==> config.mk <==
export PLATFORM = sky130hd
export DESIGN_NAME = be_lsu_align
export DESIGN_NICKNAME = d
export VERILOG_FILES = /design/src/rtl/be_lsu_pkg.sv /design/src/rtl/be_lsu_misalign.sv /design/src/rtl/be_lsu_ldext.sv /design/src/rtl/be_lsu_stpack.sv /design/src/rtl/be_lsu_align.sv
export SDC_FILE = /design/constraint.sdc
export NUM_CORES = 1
export LEC_CHECK = 0
export BUFFER_PORTS_ARGS = -buffer_cell sky130_fd_sc_hd__buf_2
export CAP_MARGIN = 20
export CORE_UTILIZATION = 47
export DETAILED_ROUTE_END_ITERATION = 8
export PLACE_DENSITY = 0.78
export SLEW_MARGIN = 10
export SYNTH_ARGS = -nofsm -noshare
export SYNTH_HDL_FRONTEND = slang
export SYNTH_SLANG_ARGS = --single-unit
==> constraint.sdc <==
create_clock -name clk -period 2.3 [get_ports clk]
set_input_delay 0.115 -clock clk [delete_from_list [all_inputs] [get_ports clk]]
set_output_delay 0.115 -clock clk [all_outputs]
set_load 0.02 [all_outputs]
==> src/rtl/be_lsu_pkg.sv <==
package be_lsu_pkg;
  localparam int unsigned WORD_W = 32;
  localparam int unsigned LANE_W = 8;
  localparam int unsigned LANES  = WORD_W / LANE_W;
  localparam int unsigned OFS_W  = $clog2(LANES);

  typedef enum logic [1:0] {
    ACC_BYTE = 2'b00,
    ACC_HALF = 2'b01,
    ACC_WORD = 2'b10,
    ACC_WIDE = 2'b11
  } acc_size_e;

  typedef struct packed {
    logic [WORD_W-1:0] ld;
    logic [WORD_W-1:0] wd;
    logic [LANES-1:0]  be;
    logic              mis;
  } lsu_rsp_t;
endpackage

==> src/rtl/be_lsu_misalign.sv <==
module be_lsu_misalign
  import be_lsu_pkg::*;
(
  input  logic [1:0]       size_i,
  input  logic [OFS_W-1:0] ofs_i,
  output logic             mis_o
);
  always_comb begin
    case (acc_size_e'(size_i))
      ACC_BYTE: mis_o = 1'b0;
      ACC_HALF: mis_o = ofs_i[0];
      default:  mis_o = |ofs_i;
    endcase
  end
endmodule

==> src/rtl/be_lsu_ldext.sv <==
module be_lsu_ldext
  import be_lsu_pkg::*;
(
  input  logic [1:0]        size_i,
  input  logic              sgn_i,
  input  logic [OFS_W-1:0]  ofs_i,
  input  logic [WORD_W-1:0] rdata_i,
  output logic [WORD_W-1:0] ld_o
);
  logic [LANE_W-1:0]   lane [LANES];
  logic [LANE_W-1:0]   byte_sel;
  logic [2*LANE_W-1:0] half_sel;
  logic [OFS_W-1:0]    hi_idx;
  logic [OFS_W-1:0]    lo_idx;

  // lane k holds the byte at address offset k (big endian)
  for (genvar k = 0; k < LANES; k++) begin : g_lane
    assign lane[k] = rdata_i[WORD_W-1-LANE_W*k -: LANE_W];
  end

  always_comb begin
    hi_idx   = {ofs_i[OFS_W-1:1], 1'b0};
    lo_idx   = {ofs_i[OFS_W-1:1], 1'b1};
    byte_sel = lane[ofs_i];
    half_sel = {lane[hi_idx], lane[lo_idx]};
  end

  always_comb begin
    case (acc_size_e'(size_i))
      ACC_BYTE: ld_o = {{(WORD_W-LANE_W){sgn_i & byte_sel[LANE_W-1]}}, byte_sel};
      ACC_HALF: ld_o = {{(WORD_W-2*LANE_W){sgn_i & half_sel[2*LANE_W-1]}}, half_sel};
      default:  ld_o = rdata_i;
    endcase
  end
endmodule

==> src/rtl/be_lsu_stpack.sv <==
module be_lsu_stpack
  import be_lsu_pkg::*;
(
  input  logic [1:0]        size_i,
  input  logic [OFS_W-1:0]  ofs_i,
  input  logic [WORD_W-1:0] src_i,
  output logic [WORD_W-1:0] wd_o,
  output logic [LANES-1:0]  be_o
);
  always_comb begin
    case (acc_size_e'(size_i))
      ACC_BYTE: wd_o = {LANES{src_i[LANE_W-1:0]}};
      ACC_HALF: wd_o = {(LANES/2){src_i[2*LANE_W-1:0]}};
      default:  wd_o = src_i;
    endcase
  end

  // enable bit i guards bits 8i+7:8i, i.e. address offset LANES-1-i
  for (genvar i = 0; i < LANES; i++) begin : g_be
    localparam logic [OFS_W-1:0] LANE_OFS = OFS_W'(LANES - 1 - i);
    always_comb begin
      case (acc_size_e'(size_i))
        ACC_BYTE: be_o[i] = (ofs_i == LANE_OFS);
        ACC_HALF: be_o[i] = (ofs_i[OFS_W-1:1] == LANE_OFS[OFS_W-1:1]);
        default:  be_o[i] = 1'b1;
      endcase
    end
  end
endmodule

==> src/rtl/be_lsu_align.sv <==
module be_lsu_align
  import be_lsu_pkg::*;
#(
  parameter int unsigned ADDR_W = 32
) (
  input  logic              clk,
  input  logic              rst_n,
  input  logic              req_vld,
  input  logic              req_store,
  input  logic [1:0]        req_size,
  input  logic              req_signed,
  input  logic [ADDR_W-1:0] req_addr,
  input  logic [31:0]       st_src,
  input  logic [31:0]       mem_rdata,
  output logic              rsp_vld,
  output logic [31:0]       ld_data,
  output logic [31:0]       st_wdata,
  output logic [3:0]        st_be,
  output logic              misalign
);
  logic             rst_s0;
  logic             rst_q;
  logic [OFS_W-1:0] ofs;
  logic             mis_c;
  logic [WORD_W-1:0] ld_raw;
  logic [WORD_W-1:0] wd_raw;
  logic [LANES-1:0]  be_raw;
  lsu_rsp_t          rsp_d;
  lsu_rsp_t          rsp_q;
  logic              vld_q;

  // reset: asserted asynchronously, released after two edges
  always_ff @(posedge clk or negedge rst_n) begin
    if (!rst_n) begin
      rst_s0 <= 1'b0;
      rst_q  <= 1'b0;
    end else begin
      rst_s0 <= 1'b1;
      rst_q  <= rst_s0;
    end
  end

  assign ofs = req_addr[OFS_W-1:0];

  be_lsu_misalign u_mis (
    .size_i (req_size),
    .ofs_i  (ofs),
    .mis_o  (mis_c)
  );

  be_lsu_ldext u_ld (
    .size_i  (req_size),
    .sgn_i   (req_signed),
    .ofs_i   (ofs),
    .rdata_i (mem_rdata),
    .ld_o    (ld_raw)
  );

  be_lsu_stpack u_st (
    .size_i (req_size),
    .ofs_i  (ofs),
    .src_i  (st_src),
    .wd_o   (wd_raw),
    .be_o   (be_raw)
  );

  // next-state
  always_comb begin
    rsp_d.mis = mis_c;
    rsp_d.ld  = (!req_store && !mis_c) ? ld_raw : '0;
    rsp_d.wd  = req_store ? wd_raw : '0;
    rsp_d.be  = (req_store && !mis_c) ? be_raw : '0;
  end

  // registers
  always_ff @(posedge clk or negedge rst_q) begin
    if (!rst_q) begin
      vld_q <= 1'b0;
      rsp_q <= '0;
    end else begin
      vld_q <= req_vld;
      if (req_vld) begin
        rsp_q <= rsp_d;
      end
    end
  end

  assign rsp_vld  = vld_q;
  assign ld_data  = rsp_q.ld;
  assign st_wdata = rsp_q.wd;
  assign st_be    = rsp_q.be;
  assign misalign = rsp_q.mis;


  mis_no_be_chk: assert property (@(posedge clk) disable iff (!rst_q)
    misalign |-> (st_be == 4'b0000));


  byte_one_lane_chk: assert property (@(posedge clk) disable iff (!rst_q)
    (req_vld && req_store && req_size == 2'b00) |=> ($countones(st_be) == 1));


  byte_never_mis_chk: assert property (@(posedge clk) disable iff (!rst_q)
    (req_vld && req_size == 2'b00) |=> !misalign);


  sbyte_ext_chk: assert property (@(posedge clk) disable iff (!rst_q)
    (req_vld && !req_store && req_signed && req_size == 2'b00)
      |=> (ld_data[31:8] == {24{ld_data[7]}}));


  uhalf_zero_chk: assert property (@(posedge clk) disable iff (!rst_q)
    (req_vld && !req_store && !req_signed && req_size == 2'b01)
      |=> (ld_data[31:16] == 16'h0000));


  store_no_ld_chk: assert property (@(posedge clk) disable iff (!rst_q)
    (req_vld && req_store) |=> (ld_data == 32'h0));


  rsp_follow_chk: assert property (@(posedge clk) disable iff (!rst_q)
    req_vld |=> rsp_vld);


  idle_hold_chk: assert property (@(posedge clk) disable iff (!rst_q)
    !req_vld |=> (!rsp_vld && $stable(ld_data) && $stable(st_wdata)
                  && $stable(st_be) && $stable(misalign)));
endmodule

==> flow_summary.toml, run 1 <==
[run]
maxCapViolCount = 0

[critical_path]
worstPathRequired_ps = 2470
setup.worst_path.end_class = "register"
worstSetupPathType = "input pin to register"
start_kind = "input pin"
worstSetupEndpoint = "ld_data[23]$_DFFE_PN0P_"
reg2reg_from = "rst_q$_DFF_PN0_"
crit_start = "req_size[0]"
rr_endpoint = "st_wdata[16]$_DFFE_PN0P_"
cp.arrival_ps = 1530
r2r_cells = 0
r2r_slack_ps = 1210
worstPathMaxFanout = 20

[yosys]
ys_ff_latch = 72
ys_types = 39
syn_avg_cell_area_um2 = 10.09
yosys.area.top_type = "dfrtp_1"
ys_seq_area_share_pct = 50.00
netlist_instances = 357
synthFlopType = "dfrtp_1"
yosys.area.top_type_share_pct = 50.00
syn-num-nets = 460
synth_area_um2 = 3603
yosysWarningCount = 0
async_flop_share_pct = 100.0
synth.area.top_cells = "dfrtp_1 50%, o22ai_1 9.7%, inv_1 7.1%"
synth_edf_count = 0

[clock_network]
postCtsSetupBuffers = 0
cts_sinks = 72
cts_tree = "done"
cts-root-buf = "clkbuf_8"
path_clk_slew_ps = 80
insertion_delay_ps = 330
cts_made_buffers = 9
htree_num_levels = 3
cts.path.max_buffers = 2

[floorplanning]
start_util_pct = 49.16
dieArea_um2 = 8021
coreArea_um2 = 7331
fp-row-count = 31
io_pins = 173
die_h_um = 89.56
die_x_um = 89.56

[sta]
rsz0062_at_grt = "no"
max_freq_mhz = 736.8
period_minus_slack_ps = 1357
fin_tns_setup_ps = 0
fin_crit_sh_pct = 59.01
drv_slew = 0
worst_pin_slew_ps = 919.0
slew_headroom_pct = 38.74
skew_ps = 11.42
hold_violations = 0
final.setup.worst_slack_ps = 942.7
final-setup-viol-count = 0

[finish]
layout_commonest_cell = "buf_2"
final_layout_size_suffix_gt1_share_pct = 37.37
mostFrequentLayoutCells = "142 x buf_2, 71 x dfrtp_1, 68 x inv_1"
syn2layout_area_growth_pct = 27.22
num-nets-final = 593
stdcell_area_um2 = 4584
fillCellCount = 631
antenna-diode-count = 0
post-route-util_pct = 62.54

[drt]
wire_per_inst_um = 16.13
ant_nets = 0
wl_um = 9579
via_count = 3147
post-route-drc-count = 0
dr.pass1.iters = 4
via_per_inst = 5.298
drtIter0Drc = 114

[power_and_ir_drop]
p_int_mw = 2.151
pwr-share-clk_pct = 32.9
seqPwrFrac_pct = 46.5
switchingPower_uw = 937.7
comb_power_share_pct = 20.6
vdd_drop_max_mv = 0.2943
power_mw = 3.089
p_leak_nw = 2.300
cellPowerDensity_nw_per_um2 = 673.8
power_switching_share_pct = 30.35

[placement]
hpwlAfterDp_um = 6717
place.gp.congestion = 0.7572
io_buffers = 142
placed_area_um2 = 4369
dp_slack_ps = 584.0

[outcome]
status = "finished clean"

[global_route]
antenna_found_initial = 0
grt.total_usage_pct = 24.77
grt_pass1_wl_um = 14900
grt_max_degree = 82
grt_pass1_vias = 3053
globalRouteOverflowTotal = 0

[worst_hold_path]
hp-class = "input pin to register"
layout make-up:
cell class              instances  area (µm²)  share of cell area, %
multi-input cells             191        1424                  31.06
clock buffers                  10       137.6                  3.002
flip-flops and latches         72        1805                  39.38
repair buffers                148       770.7                  16.81
well taps                      99       123.9                  2.702
clock inverters                 6       67.56                  1.474
inverters                      68       255.2                  5.568
critical path, stage by stage:
cell	delay [ps]
buf_2	360
nor2_1	200
o21ai_2	190
a21o_1	470
o22ai_1	180
registers in the layout (all words and copies together), names as in the netlist:
register and flops:
rst_q 1, rst_s0 1, misalign 1, st_wdata 32
ld_data 32, rsp_vld 1, st_be 4
metal layers:
layer / track usage [%] / vias to the layer above / part of all wire (%)
li1: - / 1505 / -
met1: 30.01 / 1503 / 42
met2: 42.91 / 129 / 49
met3: 5.817 / 10 / 7.4
met4: 9.091 / 0 / 1.3
met5: 0 / - / 0
power groups by stage:
stage / Clock (mW) / Sequential (mW) / Combinational [mW]
CTS: 1.04 / 1.44 / 0.638
global placement: 0 / 1.46 / 0.621
global route: 1.09 / 1.46 / 0.699
finish: 1.02 / 1.44 / 0.635
floorplan: 0 / 1.58 / 0.265
detailed placement: 0 / 1.46 / 0.636
how the worst min path moves through the flow:
stage	startpoint	to	slack (ps)	cells after the start
4_1_cts	st_src[29]	st_wdata[29]$_DFFE_PN0P_	20	3
3_3_place_gp	rst_n	rst_s0$_DFF_PN0_	-100	1
2_1_floorplan	rst_n	rst_q$_DFF_PN0_	-180	0
5_1_grt	st_src[29]	st_wdata[29]$_DFFE_PN0P_	30	3
3_5_place_dp	rst_n	rst_s0$_DFF_PN0_	-100	1
6_report	st_src[29]	st_wdata[29]$_DFFE_PN0P_	40	3
synth_stat cells (2+ instances only):
cell / instances
dfrtp_1: 72
nand2b_1: 4
nand3_1: 8
mux2_2: 9
mux2i_1: 10
a222oi_1: 7
a31oi_1: 2
nor2_1: 4
mux2_1: 9
clkbuf_1: 15
buf_4: 2
inv_1: 68
nor2b_1: 33
nor3_2: 2
buf_2: 8
o21ai_0: 12
o22ai_1: 56
a21o_1: 2
o21ai_1: 6
a21oi_1: 3
a221oi_2: 7
logic make-up after synthesis:
logic type | share of synthesized area, %
AOI/OAI and AO/OA | 19.51
muxes | 9.028
xor gates and xnor gates | 0.2431
DFF | 50.00
other | 0.1041
buffers and inverters | 10.49
and+or+nand+nor | 10.63
timing repair:
action	4_1_cts	5_1_grt
hold endpoints to repair	2	0
resized for setup	0	0
hold buffers	1	0
per-stage QoR:
| step | std cells | hold WS, ps |
|---|---|---|
| global placement | 577 | -98.59 |
| finish | 594 | 36.12 |
| CTS | 594 | 24.16 |
| floorplan | 357 | -180.6 |
| global route | 594 | 31.93 |
| detailed placement | 577 | -98.45 |
Power figures use the tool's default switching activity.
==> run 2: changes to the inputs <==
==> constraint.sdc (replaced) <==
create_clock -name clk -period 1.3 [get_ports clk]
set_input_delay 0.065 -clock clk [delete_from_list [all_inputs] [get_ports clk]]
set_output_delay 0.065 -clock clk [all_outputs]
set_load 0.02 [all_outputs]
==> run 2 against run 1 <==
Compared with the run above:
- final area up 9.9%
- flip-flop and latch count stayed put
- critical path depth is the same
- critical endpoint is now ld_data[9]$_DFFE_PN0P_
- largest cell class unchanged
- largest power group unchanged
==> flow_summary.toml, run 2 (synthesis results as in run 1) <==
[sta]
skew_ps = 7.026
holdWs_ps = 10.32
period_minus_slack_ps = 1178
max_freq_mhz = 849.1
rsz0062_at_grt = "no"
hold_violations = 0
drv_slew = 0
fin_crit_sh_pct = 90.59
final-setup-viol-count = 0

[finish]
layout_commonest_cell = "buf_2"
fillCellCount = 579
final_layout_size_suffix_gt1_share_pct = 38.17
antenna-diode-count = 0
syn2layout_area_growth_pct = 39.83
mostFrequentLayoutCells = "142 x buf_2, 71 x dfrtp_1, 68 x inv_1"
num-nets-final = 643

[critical_path]
start_kind = "input pin"
worstSetupPathType = "input pin to register"
cp.arrival_ps = 1400
worstPathMaxFanout = 7
worstPathRequired_ps = 1520
setup.worst_path.end_class = "register"

[clock_network]
htree_num_levels = 3
path_clk_slew_ps = 80
cts_sinks = 72
cts_made_buffers = 9
insertion_delay_ps = 340
postCtsSetupBuffers = 0
cts_tree = "done"
cts.path.max_buffers = 2
cts-root-buf = "clkbuf_8"

[drt]
wl_um = 10430
wire_per_inst_um = 16.19
via_per_inst = 5.399
via_count = 3477
dr.pass1.iters = 5
ant_nets = 0
post-route-drc-count = 0
drtIter0Drc = 144

[floorplanning]
fp-row-count = 31
die_x_um = 89.56
coreArea_um2 = 7331
io_pins = 173
die_h_um = 89.56
start_util_pct = 49.16
dieArea_um2 = 8021

[placement]
hpwlAfterDp_um = 7331
place.gp.congestion = 0.7815
io_buffers = 142

[power_and_ir_drop]
vdd_drop_max_mv = 0.6336
power_mw = 5.441
p_leak_nw = 2.531
cellPowerDensity_nw_per_um2 = 1080

[global_route]
antenna_found_initial = 0
grt_pass1_wl_um = 16000
grt.total_usage_pct = 26.95
grt_pass1_vias = 3285
globalRouteOverflowTotal = 0
grt_max_degree = 71

[run]
maxCapViolCount = 0

[outcome]
status = "finished clean"

[worst_hold_path]
hp-class = "input pin to asynchronous set/reset pin"
## run 2: worst max-delay path, stage by stage
cell and delay, ps:
buf_2 110, mux4_2 510, and3b_1 350, a221oi_2 260, o22ai_1 100
## run 2: final timing paths
check / start / end / slack (ps) / cells past startpoint
max: req_addr[1] / ld_data[9]$_DFFE_PN0P_ / 120 / 5
min: rst_n / rst_q$_DFF_PN0_ / 10 / 2
max reg2reg: st_be[2]$_DFFE_PN0P_ / st_be[2]$_DFFE_PN0P_ / 560 / 1
min reg2reg: rst_q$_DFF_PN0_ / ld_data[26]$_DFFE_PN0P_ / 290 / 1
max in group asynchronous: rst_q$_DFF_PN0_ / st_wdata[30]$_DFFE_PN0P_ / 700 / 1
min in group clk: mem_rdata[6] / ld_data[6]$_DFFE_PN0P_ / 10 / 3
## run 2: through the flow
step                setup slack, ps  cells  TNS, ps  cell area, µm²  utilization (%)
floorplan                     43.33    357        0            3605                -
global placement             -148.4    600    -2169            4577            62.43
detailed placement           -214.2    600    -3372            4577            62.43
CTS                           50.50    644        0            5039            68.73
global route                  74.22    644        0            5039            68.73
finish                        122.3    644        0            5039            68.73
## run 2: report_power, final
| part | internal [mW] | switching (mW) |
|---|---|---|
| clock network | 0.751 | 0.872 |
| logic | 0.558 | 0.754 |
| registers | 2.41 | 0.0915 |
## run 2: final cells by class
class / instances / area [µm²] / share of cell area [%]
well taps: 99 / 123.9 / 2.458
repair buffers: 198 / 1251 / 24.83
inverters: 68 / 255.2 / 5.066
clock buffers: 10 / 137.6 / 2.732
multi-input cells: 191 / 1424 / 28.26
clock inverters: 6 / 43.79 / 0.8691
flip-flops and latches: 72 / 1803 / 35.78
## run 2: routing by layer
layer / GRT usage, % / wire length [µm] / vias to the layer above
met5: 0 / 0 / -
met4: 11.69 / 258 / 0
met3: 6.279 / 837 / 27
met2: 47.11 / 5171 / 181
met1: 31.54 / 4161 / 1657
li1: - / - / 1612
## run 2: what timing repair did
item,in CTS,in global routing
hold buffers,28,0
resized for setup,0,1
setup endpoints to repair,0,1
endpoints found under the hold margin,29,0
